===== src/rtl/supgate_pkg.sv =====
// Shared types for the supply-aware memory access gate.
package supgate_pkg;

    // Sequencer states: inhibited, counting start-up delay, running.
    typedef enum logic [1:0] {
        SG_INHIBIT = 2'd0,
        SG_STARTUP = 2'd1,
        SG_RUN     = 2'd2
    } sg_state_e;

endpackage


===== src/rtl/supgate_sync.sv =====
// Multi-bit synchronizer: each bit passes through its own chain of STAGES
// flip-flops. Assumes the bits are independent quasi-static levels. The
// reset value of each bit is chosen by RST_VAL so that reset reads as safe.
module supgate_sync #(
    parameter int          W       = 3,
    parameter int          STAGES  = 2,
    parameter logic [W-1:0] RST_VAL = '0
) (
    input  logic         clk,
    input  logic         rst_n,
    input  logic [W-1:0] din,
    output logic [W-1:0] dout
);

    for (genvar b = 0; b < W; b++) begin : g_bit
        logic [STAGES-1:0] chain;

        // Shift the asynchronous level through the flop chain.
        always_ff @(posedge clk) begin
            if (!rst_n) chain <= {STAGES{RST_VAL[b]}};
            else        chain <= {chain[STAGES-2:0], din[b]};
        end

        assign dout[b] = chain[STAGES-1];
    end

endmodule


===== src/rtl/supgate_timer.sv =====
// Start-up delay counter. It counts while run is high and clears otherwise.
// done is high in the last of LIMIT consecutive run cycles. Assumes LIMIT >= 2.
module supgate_timer #(
    parameter int LIMIT = 100000,
    localparam int CW   = $clog2(LIMIT + 1)
) (
    input  logic clk,
    input  logic rst_n,
    input  logic run,
    output logic done
);

    logic [CW-1:0] cnt;

    // Advance while running, restart from zero whenever run drops.
    always_ff @(posedge clk) begin
        if (!rst_n || !run) cnt <= '0;
        else                cnt <= cnt + 1'b1;
    end

    assign done = run && (cnt == CW'(LIMIT - 1));

endmodule


===== src/rtl/supgate_fsm.sv =====
// Supply sequencer. It leaves INHIBIT only on restart-level-and-no-floor and
// waits for the timer in STARTUP. It stays in RUN until a floor indication
// arrives. Inputs are assumed already synchronized.
module supgate_fsm
    import supgate_pkg::*;
(
    input  logic      clk,
    input  logic      rst_n,
    input  logic      restart_ok,
    input  logic      floor_hit,
    input  logic      delay_done,
    output sg_state_e state,
    output logic      abort_pulse
);

    sg_state_e nxt;

    // Next-state selection with hysteresis between restart and floor levels.
    always_comb begin
        nxt = state;
        unique case (state)
            SG_INHIBIT: if (restart_ok && !floor_hit) nxt = SG_STARTUP;
            SG_STARTUP: begin
                if (floor_hit)       nxt = SG_INHIBIT;
                else if (delay_done) nxt = SG_RUN;
            end
            SG_RUN:     if (floor_hit) nxt = SG_INHIBIT;
            default:    nxt = SG_INHIBIT;
        endcase
    end

    // State register and one-cycle abort on leaving RUN.
    always_ff @(posedge clk) begin
        if (!rst_n) begin
            state       <= SG_INHIBIT;
            abort_pulse <= 1'b0;
        end else begin
            state       <= nxt;
            abort_pulse <= (state == SG_RUN) && floor_hit;
        end
    end

endmodule


===== src/rtl/supply_gate_seq.sv =====
// Supply-aware memory access gate (top). Synchronizes the comparator levels
// and runs the sequencer. Host chip enable and write enable pass through only
// in the running state. Assumes CLK_FREQ_HZ is a multiple of 1 MHz and that
// the resulting DELAY_CYCLES is at least 2.
module supply_gate_seq
    import supgate_pkg::*;
#(
    parameter int CLK_FREQ_HZ = 50_000_000,
    parameter int STARTUP_US  = 2000,
    parameter int SYNC_STAGES = 2
) (
    input  logic clk,
    input  logic rst_n,
    input  logic core_above_restart,
    input  logic core_below_floor,
    input  logic io_below_floor,
    input  logic host_ce_n,
    input  logic host_we_n,
    output logic mem_ce_n,
    output logic mem_we_n,
    output logic mem_ready,
    output logic access_abort
);

    localparam int DELAY_CYCLES = (CLK_FREQ_HZ / 1_000_000) * STARTUP_US;

    logic [2:0] cmp_s;
    logic       floor_hit;
    logic       delay_done;
    sg_state_e  state;

    // Reset reads as "below restart, below both floors".
    supgate_sync #(.W(3), .STAGES(SYNC_STAGES), .RST_VAL(3'b110)) sync_i (
        .clk   (clk),
        .rst_n (rst_n),
        .din   ({io_below_floor, core_below_floor, core_above_restart}),
        .dout  (cmp_s)
    );

    assign floor_hit = cmp_s[1] | cmp_s[2];

    supgate_timer #(.LIMIT(DELAY_CYCLES)) timer_i (
        .clk   (clk),
        .rst_n (rst_n),
        .run   (state == SG_STARTUP),
        .done  (delay_done)
    );

    supgate_fsm fsm_i (
        .clk         (clk),
        .rst_n       (rst_n),
        .restart_ok  (cmp_s[0]),
        .floor_hit   (floor_hit),
        .delay_done  (delay_done),
        .state       (state),
        .abort_pulse (access_abort)
    );

    // Gate host strobes: forced inactive outside the running state.
    assign mem_ready = (state == SG_RUN);
    assign mem_ce_n  = host_ce_n | ~mem_ready;
    assign mem_we_n  = host_we_n | ~mem_ready;

endmodule


===== config.mk =====
export PLATFORM = sky130hd
export DESIGN_NAME = supply_gate_seq
export DESIGN_NICKNAME = d
export VERILOG_FILES = /design/src/rtl/supgate_pkg.sv /design/src/rtl/supgate_sync.sv /design/src/rtl/supgate_timer.sv /design/src/rtl/supgate_fsm.sv /design/src/rtl/supply_gate_seq.sv
export SDC_FILE = /design/constraint.sdc
export NUM_CORES = 1
export LEC_CHECK = 0
export ABC_CLOCK_PERIOD_IN_PS = 3900
export BUFFER_PORTS_ARGS = -buffer_cell sky130_fd_sc_hd__buf_2
export CAP_MARGIN = 0
export CORE_ASPECT_RATIO = 1.5
export CORE_MARGIN = 10
export CORE_UTILIZATION = 55
export CTS_BUF_LIST = sky130_fd_sc_hd__clkbuf_2 sky130_fd_sc_hd__clkbuf_4 sky130_fd_sc_hd__clkbuf_8
export DETAILED_ROUTE_END_ITERATION = 6
export PLACE_DENSITY = 0.75
export SLEW_MARGIN = 20
export SYNTH_ARGS = -nofsm -noshare
export SYNTH_HDL_FRONTEND = slang
export SYNTH_SLANG_ARGS = --single-unit

===== constraint.sdc =====
create_clock -name clk -period 3.9 [get_ports clk]
set_clock_uncertainty 0.1 [all_clocks]
set_input_delay 0 -clock clk [delete_from_list [all_inputs] [get_ports clk]]
set_output_delay 0 -clock clk [all_outputs]
set_load 0.01 [all_outputs]

==> summary.md <==
The flow ran to the end, and the final reports show no timing, DRC or antenna violations. The post-layout instance area was 1290 sq um; the worst setup timing slack at the placement stage was 1.98 ns. The initial utilization of the core area, before any placement, comes to 56.6%. The final HPWL from detailed placement is 1.62 mm. For the sequential-to-total area share from yosys stat, the log shows 45.9%.

The routed design has 2.35 mm of wire. The number of rows created at floorplan is 20, and the number of synthesized flops with an enable pin is 0. The buffer depth of the longest clock path was 2. IR analysis of the VDD net gives a maximum drop of 0.241 mV. The die is 57.1 um wide. The critical path contains buffers and inverters numbering 0 combined. For the via count of the first global-routing pass, the log shows 932. Clock-pin slew was measured on the worst setup and hold paths at 0.15 ns. For the worst setup path, the data required time is 4.04 ns. The minimum clock period after layout was 1.98 ns; the worst-case setup margin in the final layout was 1.92 ns. The number of inserted filler cells in the final layout is 182, and the synthesis-stage register bit count is 26. The quantity of I/O buffers inserted on ports works out to 10. The tightest min-delay check is of the in -> out type.

The worst setup path is captured at a register. After floorplanning, the core was sized to cover 2000 sq um. In the post-synthesis netlist, the cell with the most instances is sky130_fd_sc_hd__dfxtp_1. Summed over all instances, the cell type with the most area after synthesis is sky130_fd_sc_hd__dfxtp_1. The clock drives 26 sinks. Along the worst path, the maximum fanout reaches 11. The floorplan step defined a die boundary enclosing 4310 sq um.

Measured against its own limit, the worst slew margin works out to 64.9%. STA classifies the critical path startpoint as a register. The worst path uses 50.7% of the clock period.

Setup violations remaining at the end of the flow were counted as 0. The tools report the final global-route overflow total as 0. The run gives 0.33 ns as the clock latency on the worst-skew pair. The top-level I/O count is 11. The worst stage delay on the critical path is 0.61 ns.

The slew at the pin with the worst max-slew slack came out at 0.519 ns. The synthesized design devotes to its leading area cell type 45.9% of total area. The proportion of register bits with asynchronous set or reset after synthesis is 0%.

Synthesis produced 124 cells. In the final design database the tool counted 149 nets. In the final layout, the share of cells above drive strength 1 is 10.0%. The run gives 0.716 as the last weighted congestion value of the routability-driven placer. For the worst setup path, the data arrival time is 2.12 ns. The logs give 468 uW for the final total power and 0.169 ns for the smallest hold slack. The yosys synthesis warning count was 0; the cell area after placement was 1170 sq um.

The DRC violations left was 0. The number of max-capacitance violations reported is 0. Static timing analysis puts the maximum clock frequency at 506 MHz. Using the TritonRoute via totals, the vias-per-cell ratio works out to 5.81. The distinct cell type count after synthesis was 31; the per-cell routed wire length was 14.5 um.

The post-synthesis area per instance was 9.14 sq um; the first-pass GRT wire length was 4.04 mm. By count the netlist is led by 26 x sky130_fd_sc_hd__dfxtp_1, 13 x sky130_fd_sc_hd__nand2_1, 10 x sky130_fd_sc_hd__nand2b_1. Global routing used 11.5% of the available tracks across all layers.

The first detailed-routing pass took 3 iterations. Area growth from synthesis to layout: 13.8%. For the initial antenna violation count, the log shows 0. The number of nets handed over by synthesis was 132. The number of nets still failing antenna checks after routing was 0. The logs give 942 for the detailed-route via count and 19 for the number of DRC markers after the initial detailed-route iteration. The run gives 0 as the number of max-slew violations in the final report. The number of antenna repair diodes is 0.

Entering global routing, the biggest net connects 16 pins. The cell family with the largest share of critical-path delay is simple AND/OR/NAND/NOR gates. The die height works out to 75.6 um. The critical path is of the reg -> reg type.

Power spread over the standard cell area amounts to 363 nW/um^2. The tools report the post-synth design cell area as 1130 sq um. TritonCTS built the clock tree.

The tools report the maximum level of the CTS H-tree as 1. The tools report the root buffer selected by CTS as sky130_fd_sc_hd__clkbuf_4. Count of endpoints failing hold in the final timing report: 0. In the post-synthesis netlist, the biggest area contributors are sky130_fd_sc_hd__dfxtp_1 46%, sky130_fd_sc_hd__nand2b_1 5.5%, sky130_fd_sc_hd__mux2i_1 5.3%, sky130_fd_sc_hd__nand2_1 4.3%, sky130_fd_sc_hd__or4_1 3.3%.

The sum of negative setup slack is 0 ns. Setup repair after global routing left no endpoint under its margin. The logs give 3 for the TritonCTS buffer count and 0.415 nW for the reported leakage power.

The most used flip-flop cell after synthesis is sky130_fd_sc_hd__dfxtp_1. The critical path goes through ha_1 > nand4_1 > or4_1 > a31o_1. The slowest cell on the critical path is sky130_fd_sc_hd__or4_1.
==> cell type report <==
type / instances / area [sq um] / area share [%]
multi-input combinational: 90 / 558 / 43.3
sequential: 26 / 520 / 40.3
timing repair buffer: 17 / 120 / 9.31
clock inverter: 1 / 30.0 / 2.33
tap: 22 / 27.5 / 2.13
clock buffer: 3 / 22.5 / 1.75
inverter: 3 / 11.3 / 0.873
==> metrics by stage <==
step / std cells / utilization [%]
floorplan: 124 / -
global placement: 151 / 58.3
detailed placement: 151 / 58.3
CTS: 162 / 64.4
global route: 162 / 64.4
finish: 162 / 64.4
==> routing by layer <==
layer	GRT usage (%)	wire [um]
met1	11.7	1000
met4	5.50	43
met5	0	0
met2	21.6	1220
met3	2.50	82
==> final timing paths <==
check	startpoint	to	slack (ns)	depth (start not counted)
worst min-delay path	host_we_n	mem_we_n	0.17	3
worst max register to register	timer_i.cnt[0]$_SDFF_PP0_	fsm_i.state[0]$_SDFFE_PN0P_	1.92	4
worst min register to register	sync_i.g_bit[2].chain[0]$_SDFF_PN1_	sync_i.g_bit[2].chain[1]$_SDFF_PN1_	0.32	1
worst max-delay path	timer_i.cnt[0]$_SDFF_PP0_	fsm_i.state[0]$_SDFFE_PN0P_	1.92	4
==> where the power goes <==
part / leakage (nW) / internal, mW / switching [mW]
logic: 0.176 / 0.00860 / 0.00359
clock network: 0.0279 / 0.104 / 0.0822
registers: 0.211 / 0.269 / 0.000800
==> flip-flops by register name, summed over array words and instances, names as in the netlist <==
signal and flops:
fsm_i.abort_pulse 1, sync_i.g_bit.chain 6, fsm_i.state 2, timer_i.cnt 17
==> what timing repair did <==
item                                   CTS  global route
buffers inserted                         0             0
gates resized for setup                  0             0
hold buffers                             7             0
endpoints found under the hold margin    8             0
==> worst register-to-register path: stages (launching register included) <==
cell	delay, ns
sky130_fd_sc_hd__dfxtp_1	0.40
sky130_fd_sc_hd__ha_1	0.22
sky130_fd_sc_hd__nand4_1	0.32
sky130_fd_sc_hd__or4_1	0.62
sky130_fd_sc_hd__a31o_1	0.24
==> cells by family after synthesis <==
| family | synth area share, % |
|---|---|
| AOI/OAI and AO/OA | 7.17 |
| xor gates and xnor gates | 2.32 |
| adders and majority gates | 1.10 |
| buffers and inverters | 4.86 |
| DFF | 45.9 |
| muxes | 5.30 |
| and+or+nand+nor | 33.3 |
==> layout by cell type (no fill, tap or decap), types with 2 or more instances in the layout <==
cell / instances
sky130_fd_sc_hd__a21oi_1: 6
sky130_fd_sc_hd__and2_1: 4
sky130_fd_sc_hd__and3b_1: 2
sky130_fd_sc_hd__buf_2: 10
sky130_fd_sc_hd__clkbuf_4: 3
sky130_fd_sc_hd__dfxtp_1: 26
sky130_fd_sc_hd__dlygate4sd3_1: 7
sky130_fd_sc_hd__inv_1: 3
sky130_fd_sc_hd__mux2i_1: 6
sky130_fd_sc_hd__nand2_1: 13
sky130_fd_sc_hd__nand2b_1: 10
sky130_fd_sc_hd__nand3_1: 7
sky130_fd_sc_hd__nand4_1: 5
sky130_fd_sc_hd__nor2_1: 6
sky130_fd_sc_hd__nor4_1: 5
sky130_fd_sc_hd__o21ai_0: 4
sky130_fd_sc_hd__o31ai_1: 3
sky130_fd_sc_hd__or3_1: 2
sky130_fd_sc_hd__or4_1: 5
sky130_fd_sc_hd__xnor2_1: 2
Power figures use the tool's default switching activity.
